## config.mk

```make
export PLATFORM = sky130hd
export DESIGN_NAME = irq_daisy_ack
export DESIGN_NICKNAME = d
export VERILOG_FILES = /design/src/rtl/irq_ack_pkg.sv /design/src/rtl/irq_half_rate.sv /design/src/rtl/irq_pending.sv /design/src/rtl/irq_prio.sv /design/src/rtl/irq_ack_ctrl.sv /design/src/rtl/irq_daisy_ack.sv
export SDC_FILE = /design/constraint.sdc
export NUM_CORES = 1
export LEC_CHECK = 0
export BUFFER_PORTS_ARGS = -buffer_cell sky130_fd_sc_hd__clkbuf_2
export CAP_MARGIN = 15
export CORE_AREA = 2 2 48 50
export CTS_CLUSTER_SIZE = 8
export DETAILED_ROUTE_END_ITERATION = 8
export DIE_AREA = 0 0 50 52
export GPL_TIMING_DRIVEN = 0
export PLACE_DENSITY = 0.8
export RECOVER_POWER = 25
export SETUP_SLACK_MARGIN = 0.05
export SLEW_MARGIN = 30
export SYNTH_ARGS = -nofsm -noshare
export SYNTH_HDL_FRONTEND = slang
export SYNTH_SLANG_ARGS = --single-unit
```

## constraint.sdc

```tcl
create_clock -name clk_i -period 3.2 [get_ports clk_i]
set_input_delay 0.32 -clock clk_i [delete_from_list [all_inputs] [get_ports clk_i]]
set_output_delay 0.32 -clock clk_i [all_outputs]
set_load 0.02 [all_outputs]
```

## src/rtl/irq_ack_pkg.sv

```systemverilog
package irq_ack_pkg;
  localparam int unsigned VEC_IDX_W = 3;

  typedef struct packed {
    logic rd_fall;
    logic wr_fall;
  } strobe_ev_t;

  function automatic logic [7:0] make_vector(input logic [7:0] base,
                                             input logic [VEC_IDX_W-1:0] idx);
    return {base[7:4], idx, base[0]};
  endfunction
endpackage

```

## src/rtl/irq_half_rate.sv

```systemverilog
module irq_half_rate #(
  parameter int unsigned PTR_W = 4
) (
  input  logic             clk_i,
  input  logic             rst_ni,
  input  logic [PTR_W-1:0] ptr_i,
  output logic             tick_o
);
  logic phase_q;
  logic frozen;

  assign frozen = (ptr_i == PTR_W'(2)) || (ptr_i == PTR_W'(3));
  assign tick_o = phase_q & ~frozen;

  always_ff @(posedge clk_i or negedge rst_ni) begin
    if (!rst_ni)     phase_q <= 1'b0;
    else if (!frozen) phase_q <= ~phase_q;
  end
endmodule

```

## src/rtl/irq_pending.sv

```systemverilog
module irq_pending #(
  parameter int unsigned NSRC = 6
) (
  input  logic            clk_i,
  input  logic            rst_ni,
  input  logic            tick_i,
  input  logic [NSRC-1:0] src_req_i,
  output logic [NSRC-1:0] ip_o
);
  always_ff @(posedge clk_i or negedge rst_ni) begin
    if (!rst_ni)     ip_o <= '0;
    else if (tick_i) ip_o <= src_req_i;
  end
endmodule

```

## src/rtl/irq_prio.sv

```systemverilog
module irq_prio #(
  parameter int unsigned NSRC  = 6,
  parameter int unsigned IDX_W = 3
) (
  input  logic [NSRC-1:0]  ip_i,
  input  logic [NSRC-1:0]  ius_i,
  output logic             any_elig_o,
  output logic [IDX_W-1:0] sel_idx_o,
  output logic [NSRC-1:0]  sel_oh_o,
  output logic [NSRC-1:0]  eoi_mask_o
);
  logic [NSRC-1:0] elig;

  for (genvar g = 0; g < NSRC; g++) begin : g_elig
    assign elig[g] = ip_i[g] & ~(|ius_i[g:0]);
  end

  assign any_elig_o = |elig;

  always_comb begin
    sel_idx_o = '0;
    sel_oh_o  = '0;
    for (int i = NSRC - 1; i >= 0; i--) begin
      if (elig[i]) begin
        sel_idx_o = IDX_W'(i);
        sel_oh_o  = NSRC'(1) << i;
      end
    end
  end

  always_comb begin
    eoi_mask_o = '0;
    for (int i = NSRC - 1; i >= 0; i--) begin
      if (ius_i[i]) eoi_mask_o = NSRC'(1) << i;
    end
  end
endmodule

```

## src/rtl/irq_ack_ctrl.sv

```systemverilog
module irq_ack_ctrl
  import irq_ack_pkg::*;
#(
  parameter int unsigned NSRC     = 6,
  parameter logic [7:0]  VEC_BASE = 8'h61
) (
  input  logic                 clk_i,
  input  logic                 rst_ni,
  input  logic                 ack_ni,
  input  logic                 rd_ni,
  input  logic                 wr_ni,
  input  logic                 dc_i,
  input  logic                 ch_i,
  input  logic                 iei_i,
  input  logic                 any_elig_i,
  input  logic [VEC_IDX_W-1:0] sel_idx_i,
  input  logic [NSRC-1:0]      sel_oh_i,
  input  logic [NSRC-1:0]      eoi_mask_i,
  output logic [NSRC-1:0]      ius_o,
  output logic                 ack_q_o,
  output logic [7:0]           data_o,
  output logic                 data_oe_o
);
  logic       rd_q, wr_q, done_q, served_q;
  logic [7:0] vec_q;
  strobe_ev_t ev;
  logic       ack_rd, hit, eoi;

  assign ev.rd_fall = rd_q & ~rd_ni;
  assign ev.wr_fall = wr_q & ~wr_ni;
  assign ack_rd     = ev.rd_fall & ~ack_q_o & ~done_q;
  assign hit        = ack_rd & iei_i & any_elig_i;
  // write-side selects only count outside an acknowledge cycle
  assign eoi        = ev.wr_fall & ack_q_o & ~dc_i & ch_i;

  always_ff @(posedge clk_i or negedge rst_ni) begin
    if (!rst_ni) begin
      ack_q_o  <= 1'b1;
      rd_q     <= 1'b1;
      wr_q     <= 1'b1;
      done_q   <= 1'b0;
      served_q <= 1'b0;
      vec_q    <= '0;
      ius_o    <= '0;
    end else begin
      ack_q_o <= ack_ni;
      rd_q    <= rd_ni;
      wr_q    <= wr_ni;
      if (ack_q_o) begin
        done_q   <= 1'b0;
        served_q <= 1'b0;
      end else begin
        done_q <= done_q | ev.rd_fall;
        if (hit) served_q <= 1'b1;
      end
      if (hit) begin
        vec_q <= make_vector(VEC_BASE, sel_idx_i);
        ius_o <= ius_o | sel_oh_i;
      end else if (eoi) begin
        ius_o <= ius_o & ~eoi_mask_i;
      end
    end
  end

  assign data_oe_o = served_q & ~ack_q_o & ~rd_ni;
  assign data_o    = data_oe_o ? vec_q : 8'h00;
endmodule

```

## src/rtl/irq_daisy_ack.sv

```systemverilog
module irq_daisy_ack
  import irq_ack_pkg::*;
#(
  parameter int unsigned NSRC     = 6,
  parameter int unsigned PTR_W    = 4,
  parameter logic [7:0]  VEC_BASE = 8'h61
) (
  input  logic             clk_i,
  input  logic             rst_ni,
  input  logic             ack_ni,
  input  logic             rd_ni,
  input  logic             wr_ni,
  input  logic             dc_i,
  input  logic             ch_i,
  input  logic             iei_i,
  input  logic [PTR_W-1:0] ptr_i,
  input  logic [NSRC-1:0]  src_req_i,
  output logic             int_no,
  output logic             ieo_o,
  output logic [7:0]       data_o,
  output logic             data_oe_o
);
  localparam int unsigned MAX_SRC = 1 << VEC_IDX_W;

  if (NSRC < 1 || NSRC > MAX_SRC) begin : g_bad_nsrc
    $error("NSRC out of range");
  end

  logic                 tick;
  logic [NSRC-1:0]      ip, ius, sel_oh, eoi_mask;
  logic                 any_elig, ack_q;
  logic [VEC_IDX_W-1:0] sel_idx;

  irq_half_rate #(.PTR_W(PTR_W)) i_half_rate (
    .clk_i (clk_i), .rst_ni(rst_ni), .ptr_i(ptr_i), .tick_o(tick)
  );

  irq_pending #(.NSRC(NSRC)) i_pending (
    .clk_i(clk_i), .rst_ni(rst_ni), .tick_i(tick), .src_req_i(src_req_i), .ip_o(ip)
  );

  irq_prio #(.NSRC(NSRC), .IDX_W(VEC_IDX_W)) i_prio (
    .ip_i      (ip),
    .ius_i     (ius),
    .any_elig_o(any_elig),
    .sel_idx_o (sel_idx),
    .sel_oh_o  (sel_oh),
    .eoi_mask_o(eoi_mask)
  );

  irq_ack_ctrl #(.NSRC(NSRC), .VEC_BASE(VEC_BASE)) i_ack_ctrl (
    .clk_i     (clk_i),
    .rst_ni    (rst_ni),
    .ack_ni    (ack_ni),
    .rd_ni     (rd_ni),
    .wr_ni     (wr_ni),
    .dc_i      (dc_i),
    .ch_i      (ch_i),
    .iei_i     (iei_i),
    .any_elig_i(any_elig),
    .sel_idx_i (sel_idx),
    .sel_oh_i  (sel_oh),
    .eoi_mask_i(eoi_mask),
    .ius_o     (ius),
    .ack_q_o   (ack_q),
    .data_o    (data_o),
    .data_oe_o (data_oe_o)
  );

  assign int_no = ~any_elig;
  assign ieo_o  = iei_i & ~(|ius) & ~(|ip);
endmodule

```

-- Yosys cells after proc, flatten, opt, wreduce, memory -nomap -nowiden
Index checks and enable logic that the tools add are counted.
- register bits after elaboration: 23
- output and inout port bits: 11
- word-level logic and storage cells: 84
- reduce and logical (&&, ||, !) cells: 10
- bitwise operators: 39
- equality and inequality tests: 2
- muxes and demuxes: 24
- operators with widths (cell ; number):
    6-bit two-way mux ; 14
    1-bit bitwise AND ; 20
    3-bit two-way mux ; 6
    6-bit OR reduction ; 3
    1-bit inverter ; 15
    4-bit by 2-bit == test with 1-bit output, second input constant ; 2
    7-bit two-way mux ; 1
    6-bit bitwise AND ; 1
    6-bit inverter ; 1
    6-bit bitwise OR ; 1
    5-bit OR reduction ; 1
    2-bit nonzero test ; 2
    4-bit OR reduction ; 1
    1-bit two-way mux ; 3
    3-bit OR reduction ; 1
    2-bit OR reduction ; 1
    1-bit logical OR ; 1
    1-bit bitwise OR ; 1

-- Logic depth before layout (Yosys ltp)
Gate-level depths: netlist of run 1.
- word-level depth: 11
- mapped depth: 5
- depth with buffers taken out: 5

-- Hierarchy
A second synthesis of run 1 with hierarchy kept.
- cells, all modules: 110
- area total of the unflattened synthesis: 1261.2 µm²
- modules (own cells, without submodules) (module ; area an instance (µm²) ; sequential area each (µm²) ; times used ; cells an instance):
    irq_ack_ctrl ; 649.4 ; 379.1 ; 1 ; 50
    irq_prio ; 265.3 ; 0.0 ; 1 ; 37
    irq_pending ; 251.5 ; 150.1 ; 1 ; 13
    irq_half_rate ; 52.6 ; 25.0 ; 1 ; 4
    irq_daisy_ack ; 42.5 ; 0.0 ; 1 ; 6

-- Worst setup path after synthesis of run 1
Ideal clock, no wire load.
- path type: register -> register
- from: register i_ack_ctrl.ius_o[0]
- to: register i_ack_ctrl.vec_q[1]
- cell stages (with the launch flop): 6
- path buffers: 0
- library setup time: 125 ps
- arrival: 1562 ps
- setup slack: 1513 ps
- clock period less this slack: 1687 ps
- path through: dfrtp_1 -> or3_4 -> nor3_4 -> o21a_4 -> o21a_4 -> mux2_4
- word-level cells in the longest chain between the ends: 9
- ends and longest elaborated chain (element ; line ; RTL):
    start: declaration ; irq_ack_ctrl.sv:19 ; output logic [NSRC-1:0] ius_o,
    start signal: assignment ; irq_ack_ctrl.sv:58 ; ius_o <= ius_o | sel_oh_i;
    start signal: assignment ; irq_ack_ctrl.sv:60 ; ius_o <= ius_o & ~eoi_mask_i;
    6-bit OR reduction ; irq_prio.sv:15 ; assign elig[g] = ip_i[g] & ~(|ius_i[g:0]);
    1-bit inverter ; irq_prio.sv:15 ;
    1-bit bitwise AND ; irq_prio.sv:15 ;
    3-bit two-way mux (6 in a row) ; irq_prio.sv:24 ; if (elig[i]) begin
    end signal: assignment ; irq_ack_ctrl.sv:57 ; vec_q <= make_vector(VEC_BASE, sel_idx_i);
    end: declaration ; irq_ack_ctrl.sv:25 ; logic [7:0] vec_q;
Parallel ways exist; a longest one is shown, timed or not.
A chain may end at the register's enable or synchronous reset.

-- Worst setup path after layout of run 1
- from: register i_ack_ctrl.ius_o[0]
- to: output int_no
- word-level cells in the longest chain between the ends: 5
- ends and longest elaborated chain (element ; line ; RTL):
    6-bit OR reduction (tied with other cells) ; irq_prio.sv:15 ;
    1-bit inverter ; irq_prio.sv:15 ;
    1-bit bitwise AND ; irq_prio.sv:15 ;
    6-bit OR reduction * ; irq_prio.sv:18 ; assign any_elig_o = |elig;
    1-bit inverter * ; irq_daisy_ack.sv:70 ; assign int_no = ~any_elig;
    end: declaration ; irq_daisy_ack.sv:18 ; output logic int_no,
Mark *: on every way between the ends. The rest lies on a longest branch, timed or not.

==> qor.txt, run 1 <==
status: finished, final reports clean
largest net degree at the start of global routing: 23
actual slew at the worst max-slew pin: 1.15 ns
global-route wire length before repair: 3.87 mm
Comb power frac: 40.6%
Final Critical Period: 2.13 ns
Placed Cells incl. Taps: 157
DP HPWL: 1.66 mm
RSZ-0062 raised after global routing: false
Initial DRC Count: 14
Nets: 153
Fmax: 470 MHz
CP Launch Type: flop
share of cells above drive strength 1: 34.3%
Clk pwr share: 12.0%
width of the die: 50 um
gr usage total: 19.9%
Rows: 17
internal power: 640 uW
final non-filler cell total: 162
synthesized area per cell: 10.6 sq um
Routed WL: 2.20 mm
setup TNS: 0 ns
cell at the slowest stage of the critical path: dfrtp_1
root buffer cell: clkbuf_4
grt peak-use layer: met2
Reg power frac: 47.3%
critical path capture point type: output port
clk_skew: 0.00510 ns
Die ar.: 2600 sq um
die height: 52 um
CP arrival: 1.81 ns
crit-path max FO: 8
Max-Slew Margin vs Limit: 23.2%
Worst Path Required: 2.88 ns
TritonCTS clock tree: yes
Warnings, synthesis: 0
via count: 883
net switching power: 425 uW
grt met2 use: 32.7%
post-route core utilization: 61.4%
# setup viols final: 0
hold buffers post-CTS: 1
ANT nets after route: 0
Worst Hold Class: in -> reg
Synth Area in Adders: 0%
Reg clk slew, reported paths: 0.11 ns
routed vias/inst: 5.45
Post-Syn Area: 1100 sq um
XOR/XNOR share of the synthesized area: 0.799%
Largest stage delay, worst path: 0.49 ns
PortBufs: 25
final worst slack: 1.07 ns
H-tree levels: 1
largest family of logic cells by synthesized area: simple AND/OR/NAND/NOR gates
CTS resizes: 0
# diodes: 0
Static Leak: 0.622 nW
IO Pins: 29
Synth Area in Simple Gates: 20.8%
vias in the first global route: 833
clock sinks: 22
worst path cell trace: or3_4 > nor3_4 > o21a_4 > nor2_1 > clkbuf_2
#FFs+latches synth: 22
drt wl/cell: 13.6 um
CP Buf/Inv Count: 1
max cap viols: 0
Layout Area Growth over Synthesis: 17.9%
register area share after synthesis: 50.6%
Hold Fails Final Rpt: 0
VDD IR-drop max: 0.000596 V
DRC viols: 0
clk_lat worst skew: 0.30 ns
PD cells: 825 nW/um^2
Setup WS pre-CTS: 1.39 ns
grt ovf: 0
Final Cycle Share: 66.5%
post-synthesis mux area share: 8.90%
# fillers: 181
drt pass-1 iters: 5
Synth Area in Compound Gates: 14.5%
Slew Limit Fails: 0
Yosys cell types: 30
switching power share of the total: 39.9%
initial cell density of the core: 52.0%
core area: 2110 sq um
GR Layer Usage met3: 3.45%
post-CTS setup buffer count: 0
Crit path max-delay family: simple AND/OR/NAND/NOR gates
deepest clock path buffer count: 2
cells after synthesis: 103
Final GP Congestion: 0.771
critical path class: reg -> out
initial antenna violation count: 0
CTS buffer count: 3
met1 Use GR: 25.7%
## sequential cells by signal, summed over array words and instances, names as in the netlist
register / flops
i_pending.ip_o: 6
i_ack_ctrl.done_q: 1
i_ack_ctrl.vec_q: 4
i_ack_ctrl.ack_q_o: 1
i_ack_ctrl.served_q: 1
i_ack_ctrl.ius_o: 6
i_ack_ctrl.wr_q: 1
i_half_rate.phase_q: 1
i_ack_ctrl.rd_q: 1
## logic make-up after synthesis
group | count (synthesis)
other | 1
buffers and inverters | 8
AOI/OAI and AO/OA | 22
muxes | 8
and+or+nand+nor | 41
DFF | 22
xor gates and xnor gates | 1
## power by group through the flow
| stage | clock network (mW) | logic [mW] | registers (mW) |
|---|---|---|---|
| 6_report | 0.128 | 0.433 | 0.504 |
| 5_1_grt | 0.140 | 0.487 | 0.521 |
| 4_1_cts | 0.129 | 0.434 | 0.501 |
| 3_5_place_dp | 0 | 0.428 | 0.505 |
| 3_3_place_gp | 0 | 0.412 | 0.495 |
| 2_1_floorplan | 0 | 0.350 | 0.471 |
## synth_stat cells
| cell type | n | area share, % |
|---|---|---|
| dfrtp_1 | 19 | 43 |
| nor2_1 | 14 | 4.8 |
| a21oi_1 | 9 | 4.1 |
| and3_1 | 6 | 3.4 |
| mux2_2 | 6 | 6.2 |
| buf_4 | 4 | 2.7 |
| inv_1 | 4 | 1.4 |
| dfstp_2 | 3 | 7.2 |
| nand2_1 | 3 | 1.0 |
| nand2b_1 | 3 | 1.7 |
| nand3_1 | 3 | 1.4 |
| nor2b_1 | 3 | 1.7 |
| nor3_1 | 3 | 1.4 |
| o21ai_0 | 3 | 1.4 |
| a2bb2oi_1 | 2 | 1.6 |
| a41oi_1 | 2 | 1.6 |
| mux2_4 | 2 | 2.7 |
| o21a_4 | 2 | 2.7 |
| a211oi_2 | 1 | 1.1 |
| a22o_2 | 1 | 0.91 |
| a31oi_1 | 1 | 0.57 |
| and3_2 | 1 | 0.69 |
| and4b_1 | 1 | 0.91 |
| conb_1 | 1 | 0.34 |
| nor3_4 | 1 | 1.5 |
| nor3b_1 | 1 | 0.69 |
| nor4_1 | 1 | 0.57 |
| o21ai_1 | 1 | 0.46 |
| or3_4 | 1 | 1.0 |
| xor2_1 | 1 | 0.80 |
## final timing paths
path | start | end | slack, ns | cells past startpoint
hold / removal | ack_ni | i_ack_ctrl.ack_q_o | 0.08 | 1
max in group asynchronous | rst_ni | i_ack_ctrl.vec_q[3] | 1.76 | 2
min in group asynchronous | rst_ni | i_ack_ctrl.ius_o[1] | 0.75 | 2
setup / recovery | i_ack_ctrl.ius_o[0] | int_no | 1.07 | 5
setup reg to reg | i_ack_ctrl.ius_o[0] | i_ack_ctrl.vec_q[2] | 1.36 | 5
hold reg to reg | i_half_rate.phase_q | i_half_rate.phase_q | 0.48 | 1
## cell type report
cell class                      instances  area, sq um  area share [%]
Sequential cell                        22          554            42.9
Multi-Input combinational cell         74          500            38.7
Timing Repair Buffer                   26          131            10.2
Tap cell                               28         35.0            2.71
Buffer                                  4         30.0            2.32
Clock buffer                            4         26.3            2.03
Inverter                                4         15.0            1.16
## cell usage in the layout, fill, tap and decap left out, drive strengths merged, types with 3 or more instances in the layout
cell / count
nor2b: 3
inv: 4
o21ai: 4
buf: 4
nand2b: 3
dfstp: 3
nor3: 4
clkbuf: 29
and3: 7
a21oi: 9
nand2: 3
mux2: 8
dfrtp: 19
nor2: 14
nand3: 3
## worst reg2reg max path, delay by kind of cell (launching register included)
kind               cells  cell delay [ns]
AOI/OAI and AO/OA      2             0.33
DFF                    1             0.49
muxes                  1             0.30
and+or+nand+nor        2             0.61
## metal layers
metal  vias to the layer above  routed length [um]
met5                         -                   0
met4                         0                  48
met3                         6                  77
met2                        21                1150
met1                       428                 928
li1                        428                   -
## metrics by stage
step	hold WS [ns]	total power, mW	area, sq um
after global routing	0.0717	1.15	1290
after CTS	0.0810	1.06	1300
after global placement	0.318	0.907	1260
final	0.0830	1.07	1290
after detailed placement	0.326	0.933	1260
after floorplan	0.0244	0.821	1100
No activity file was read; power rests on OpenSTA's default activity.
==> run 2: changes to the inputs <==
--- a/config.mk
+++ b/config.mk
@@ -7,12 +7,12 @@
 export LEC_CHECK = 0
 export BUFFER_PORTS_ARGS = -buffer_cell sky130_fd_sc_hd__clkbuf_2
 export CAP_MARGIN = 15
-export CORE_AREA = 2 2 48 50
+export CORE_AREA = 2 2 52 54
 export CTS_CLUSTER_SIZE = 8
 export DETAILED_ROUTE_END_ITERATION = 8
-export DIE_AREA = 0 0 50 52
+export DIE_AREA = 0 0 54 56
 export GPL_TIMING_DRIVEN = 0
-export PLACE_DENSITY = 0.8
+export PLACE_DENSITY = 0.72
 export RECOVER_POWER = 25
 export SETUP_SLACK_MARGIN = 0.05
 export SLEW_MARGIN = 30
==> constraint.sdc (replaced) <==
create_clock -name clk_i -period 1.8 [get_ports clk_i]
set_input_delay 0.18 -clock clk_i [delete_from_list [all_inputs] [get_ports clk_i]]
set_output_delay 0.18 -clock clk_i [all_outputs]
set_load 0.02 [all_outputs]
==> run 2 against run 1 <==
  * The run now ends with negative setup slack left
  * Count of clock-buffer cells in the layout stayed put
  * Total power rose by 110%
  * Clock power up 120%
  * Cell count up 8.0%
  * Hold slack improved by 0.00066 ns
  * Via count up 7.8%
  * Cell area increased by 14%
  * Critical path depth unchanged
  * Combinational power grew to 2.5 times the previous value
  * Sequential power increased by 79%
  * First-iteration DRC count increased by 86%
==> qor.txt, run 2 (same netlist as run 1, synthesis figures left out) <==
status: complete, but fails checks
failing checks: negative setup slack
post-route core utilization: 60.4%
Layout Area Growth over Synthesis: 34.0%
IO Pins: 29
Largest stage delay, worst path: 0.48 ns
setup TNS: -0.110 ns
worst hold path depth: 2
RSZ-0062 raised after global routing: true
max cap viols: 0
Reg clk slew, reported paths: 0.12 ns
largest net degree at the start of global routing: 23
Pwr Total: 2.28 mW
Setup WS pre-CTS: -0.00371 ns
VDD IR-drop max: 0.000864 V
CTS buffer count: 3
via count: 952
die height: 56 um
cell at the slowest stage of the critical path: dfrtp_2
Max-Slew Margin vs Limit: 19.5%
Worst Path Required: 1.62 ns
Initial DRC Count: 26
vias in the first global route: 912
CP arrival: 1.66 ns
CP Launch Type: flop
routed vias/inst: 5.44
clock sinks: 22
Slew Limit Fails: 0
global-route wire length before repair: 3.97 mm
Rows: 18
initial cell density of the core: 45.1%
# diodes: 0
Hold EP: i_pending.ip_o[3]
r2r endpoint: i_ack_ctrl.vec_q[1]
core area: 2430 sq um
drt wl/cell: 14.5 um
Static Leak: 0.691 nW
TritonCTS clock tree: yes
most common cell after layout, fill and taps aside: clkbuf_2
grt ovf: 0
PD cells: 1550 nW/um^2
critical path capture point type: output port
FF-to-FF Start: i_ack_ctrl.ius_o[2]
actual slew at the worst max-slew pin: 1.21 ns
drt pass-1 iters: 5
cells on worst reg2reg path: 6
final worst slack: -0.0381 ns
worst path cell trace: or3_4 > nor3_4 > o21a_4 > nor2_2 > buf_6
PortBufs: 25
WHS: 0.0837 ns
Hold Path Origin: src_req_i[3]
deepest clock path buffer count: 2
Hold Fails Final Rpt: 0
share of cells above drive strength 1: 46.2%
ANT nets after route: 0
gr usage total: 17.9%
root buffer cell: clkbuf_4
DRC viols: 0
Nets: 164
Worst Hold Class: in -> reg
initial antenna violation count: 0
Final Cycle Share: 102%
clk_lat worst skew: 0.32 ns
Die ar.: 3020 sq um
width of the die: 54 um
clk_skew: 0.00966 ns
Fmax: 544 MHz
Final GP Congestion: 0.840
DP HPWL: 1.66 mm
crit-path max FO: 6
Routed WL: 2.54 mm
Final Critical Period: 1.84 ns
# setup viols final: 4
top flop regs: i_ack_ctrl.ius_o: 6 flops, i_pending.ip_o: 6 flops, i_ack_ctrl.vec_q: 4 flops
H-tree levels: 1
flop-to-flop setup slack: -0.02 ns
critical path class: reg -> out
most frequent cells in the layout: 20 x clkbuf_2, 15 x dfrtp_1, 12 x buf_4
-- run 2: changes by cell type in the layout (fill, tap and decap cells not counted), moves of 2 or more --
| cell | previous run | this run |
|---|---|---|
| nor2_2 | 0 | 2 |
| dfrtp_2 | 0 | 4 |
| nor2_1 | 14 | 11 |
| buf_4 | 4 | 12 |
| dlygate4sd3_1 | 1 | 4 |
| clkbuf_2 | 22 | 20 |
| dfrtp_1 | 19 | 15 |
-- run 2: worst max-delay path, delay by kind of cell, from the launching register on --
kind            cells  cell delay (ns)
simple gates        3             0.56
flops               1             0.48
compound gates      1             0.16
buf+inv             1             0.13
-- run 2: how the worst max path moves through the flow --
stage	from	endpoint	slack [ns]	cells after the start
after detailed placement	i_ack_ctrl.ack_q_o	i_ack_ctrl.vec_q[1]	-0.004	5
after floorplan	i_ack_ctrl.ius_o[0]	i_ack_ctrl.vec_q[1]	0.11	5
after global placement	i_ack_ctrl.ius_o[0]	i_ack_ctrl.vec_q[2]	0.05	5
final	i_ack_ctrl.ius_o[2]	int_no	-0.04	5
after CTS	i_ack_ctrl.ius_o[1]	int_no	-0.11	5
after global routing	i_ack_ctrl.ius_o[2]	int_no	-0.09	5
-- run 2: metrics by stage --
step / cell area [sq um] / instances
floorplan: 1100 / 104
global placement: 1260 / 159
detailed placement: 1260 / 159
CTS: 1400 / 173
global route: 1470 / 175
finish: 1470 / 175
-- run 2: cell type report --
| type | instances | area [sq um] |
|---|---|---|
| fill | 213 | 963 |
| clock buffer | 4 | 36.3 |
| inverter | 4 | 15.0 |
| sequential | 22 | 559 |
| tap | 30 | 37.5 |
| buffer | 4 | 30.0 |
| multi-input combinational | 74 | 553 |
| timing repair buffer | 37 | 238 |
-- run 2: routing by layer --
| metal | part of all wire, % | wire length (um) | track usage [%] | vias up |
|---|---|---|---|---|
| met4 | 3.9 | 99 | 9.64 | 0 |
| met5 | 0 | 0 | 0 | - |
| met1 | 40 | 1000 | 22.5 | 461 |
| li1 | - | - | - | 446 |
| met2 | 52 | 1330 | 29.3 | 32 |
| met3 | 4.1 | 103 | 1.61 | 13 |
-- run 2: power by group --
group          internal, mW  switching (mW)
sequential            0.686           0.217
combinational         0.567           0.529
clock                 0.124           0.159
-- run 2: repair_timing --
action	in CTS	in global routing
endpoints found under the hold margin	22	0
setup endpoints to repair	6	10
pin swaps	1	5
setup buffers	6	2
hold buffers	4	0
resized for setup	5	15
==> run 3: changes to the inputs <==
--- a/config.mk
+++ b/config.mk
@@ -7,12 +7,14 @@
 export LEC_CHECK = 0
 export BUFFER_PORTS_ARGS = -buffer_cell sky130_fd_sc_hd__clkbuf_2
 export CAP_MARGIN = 15
-export CORE_AREA = 2 2 52 54
+export CELL_PAD_IN_SITES_DETAIL_PLACEMENT = 1
+export CELL_PAD_IN_SITES_GLOBAL_PLACEMENT = 2
+export CORE_AREA = 2 2 66 68
 export CTS_CLUSTER_SIZE = 8
 export DETAILED_ROUTE_END_ITERATION = 8
-export DIE_AREA = 0 0 54 56
+export DIE_AREA = 0 0 68 70
 export GPL_TIMING_DRIVEN = 0
-export PLACE_DENSITY = 0.72
+export PLACE_DENSITY_LB_ADDON = 0.1
 export RECOVER_POWER = 25
 export SETUP_SLACK_MARGIN = 0.05
 export SLEW_MARGIN = 30
==> run 3 against run 2 <==
  * The run still ends with negative setup slack left
  * First-iteration DRC count stayed put
  * Total power grew 6.0%
  * Non-clock buffer count down 3
  * Count of clock-buffer cells in the layout down 1
  * Register-to-register slack barely moved
  * Sequential cell count stayed put
==> qor.txt, run 3 (same netlist as run 1, synthesis figures left out) <==
status: complete, but fails checks
failing checks: negative setup slack
share of cells above drive strength 1: 42.3%
drt pass-1 iters: 3
Worst Hold Class: in -> reg
Reg power frac: 37.0%
Static Leak: 0.687 nW
grt ovf: 0
cell at the slowest stage of the critical path: dfrtp_2
CP arrival: 1.98 ns
CP Buf/Inv Count: 1
ANT nets after route: 0
net switching power: 893 uW
cell mode on critical path: o21a_4
die height: 70 um
Final Cycle Share: 101%
CP Launch Type: flop
root buffer cell: clkbuf_8
Fmax: 548 MHz
width of the die: 68 um
TritonCTS clock tree: yes
CTS buffer count: 3
Hold Fails Final Rpt: 0
Nets: 161
# diodes: 0
DRC viols: 0
clk_skew: 0.0101 ns
critical path class: reg -> reg
global-route wire length before repair: 4.48 mm
clock sinks: 22
Max-Slew Margin vs Limit: 18.4%
Final Critical Period: 1.83 ns
Initial DRC Count: 26
Crit path max-delay family: simple AND/OR/NAND/NOR gates
critical path capture point type: flop
placed inst area: 1290 sq um
Routed WL: 2.72 mm
deepest clock path buffer count: 2
actual slew at the worst max-slew pin: 1.22 ns
Final GP Congestion: 0.761
most common cell after layout, fill and taps aside: clkbuf_2
core area: 4140 sq um
Largest stage delay, worst path: 0.41 ns
Clk pwr share: 19.9%
GR Layer Usage met3: 2.90%
initial antenna violation count: 0
post-route core utilization: 35.5%
via count: 897
worst path cell trace: or3_4 > nor3_4 > o21a_4 > buf_4 > o21a_4 > mux2_4
drt wl/cell: 14.0 um
Die ar.: 4760 sq um
vias in the first global route: 861
Rows: 24
H-tree levels: 1
routed vias/inst: 4.62
Worst Path Required: 1.96 ns
top flop regs: i_ack_ctrl.ius_o: 6 flops, i_pending.ip_o: 6 flops, i_ack_ctrl.vec_q: 4 flops
Comb power frac: 43.1%
post-layout instance area: 1470 sq um
initial cell density of the core: 26.4%
internal power: 1.53 mW
IO Pins: 29
largest net degree at the start of global routing: 23
PD cells: 1640 nW/um^2
crit-path max FO: 3
most frequent cells in the layout: 20 x clkbuf_2, 16 x dfrtp_1, 12 x nor2_1
final worst slack: -0.0255 ns
grt met2 use: 18.3%
Layout Area Growth over Synthesis: 34.2%
VDD IR-drop max: 0.000500 V
gr usage total: 13.0%
clk_lat worst skew: 0.28 ns
WHS: 0.0284 ns
Slew Limit Fails: 0
grt peak-use layer: met2
Reg clk slew, reported paths: 0.08 ns
PortBufs: 25
RSZ-0062 raised after global routing: true
met1 Use GR: 17.9%
# setup viols final: 4
DP HPWL: 1.95 mm
switching power share of the total: 36.9%
max cap viols: 0
==> run 3: worst paths after layout <==
| path | startpoint | to | slack [ns] | depth (start not counted) |
|---|---|---|---|---|
| max in group asynchronous | rst_ni | i_ack_ctrl.ius_o[0] | 0.31 | 2 |
| max | i_ack_ctrl.ius_o[0] | i_ack_ctrl.vec_q[2] | -0.03 | 6 |
| max reg2reg | i_ack_ctrl.ius_o[0] | i_ack_ctrl.vec_q[2] | -0.03 | 6 |
| min reg2reg | i_half_rate.phase_q | i_half_rate.phase_q | 0.48 | 1 |
| min | rd_ni | i_ack_ctrl.rd_q | 0.03 | 1 |
| min in group asynchronous | rst_ni | i_pending.ip_o[1] | 0.67 | 2 |
==> run 3: metrics by stage <==
| stage | total power [mW] | setup TNS [ns] | std cells | setup WS [ns] |
|---|---|---|---|---|
| after detailed placement | 1.70 | -0.0637 | 181 | -0.0249 |
| after CTS | 2.37 | -0.274 | 192 | -0.0723 |
| after global routing | 2.58 | -0.351 | 194 | -0.0859 |
| after floorplan | 1.46 | 0 | 104 | 0.113 |
| final | 2.42 | -0.0864 | 194 | -0.0255 |
| after global placement | 1.68 | -0.0471 | 181 | -0.0155 |
==> run 3: power groups by stage <==
stage	Combinational (mW)	Clock [mW]	Sequential, mW
floorplan	0.622	0	0.837
global route	1.15	0.513	0.923
CTS	1.00	0.486	0.881
finish	1.04	0.480	0.895
global placement	0.780	0	0.902
detailed placement	0.794	0	0.906
==> run 3: cell type report <==
cell class                 count  area [sq um]
fill                         493          2670
sequential                    22           558
multi-input combinational     74           524
timing repair buffer          34           208
tap                           52          65.1
clock buffer                   3          41.3
clock inverter                 1          30.0
buffer                         4          30.0
inverter                       4          15.0
==> run 3: layer usage <==
layer | vias up | wire (um) | share of wire [%]
li1 | 436 | - | -
met1 | 446 | 1280 | 47
met2 | 11 | 1320 | 48
met3 | 4 | 62 | 2.3
met4 | 0 | 65 | 2.4
met5 | - | 0 | 0
==> run 3: repair_timing <==
| item | 4_1_cts | 5_1_grt |
|---|---|---|
| cloned | 0 | 0 |
| endpoints found under the hold margin | 21 | 0 |
| pin swaps | 3 | 4 |
| hold buffers | 3 | 0 |
| resized for setup | 8 | 3 |
| setup buffers | 4 | 2 |
| setup endpoints to repair | 7 | 8 |
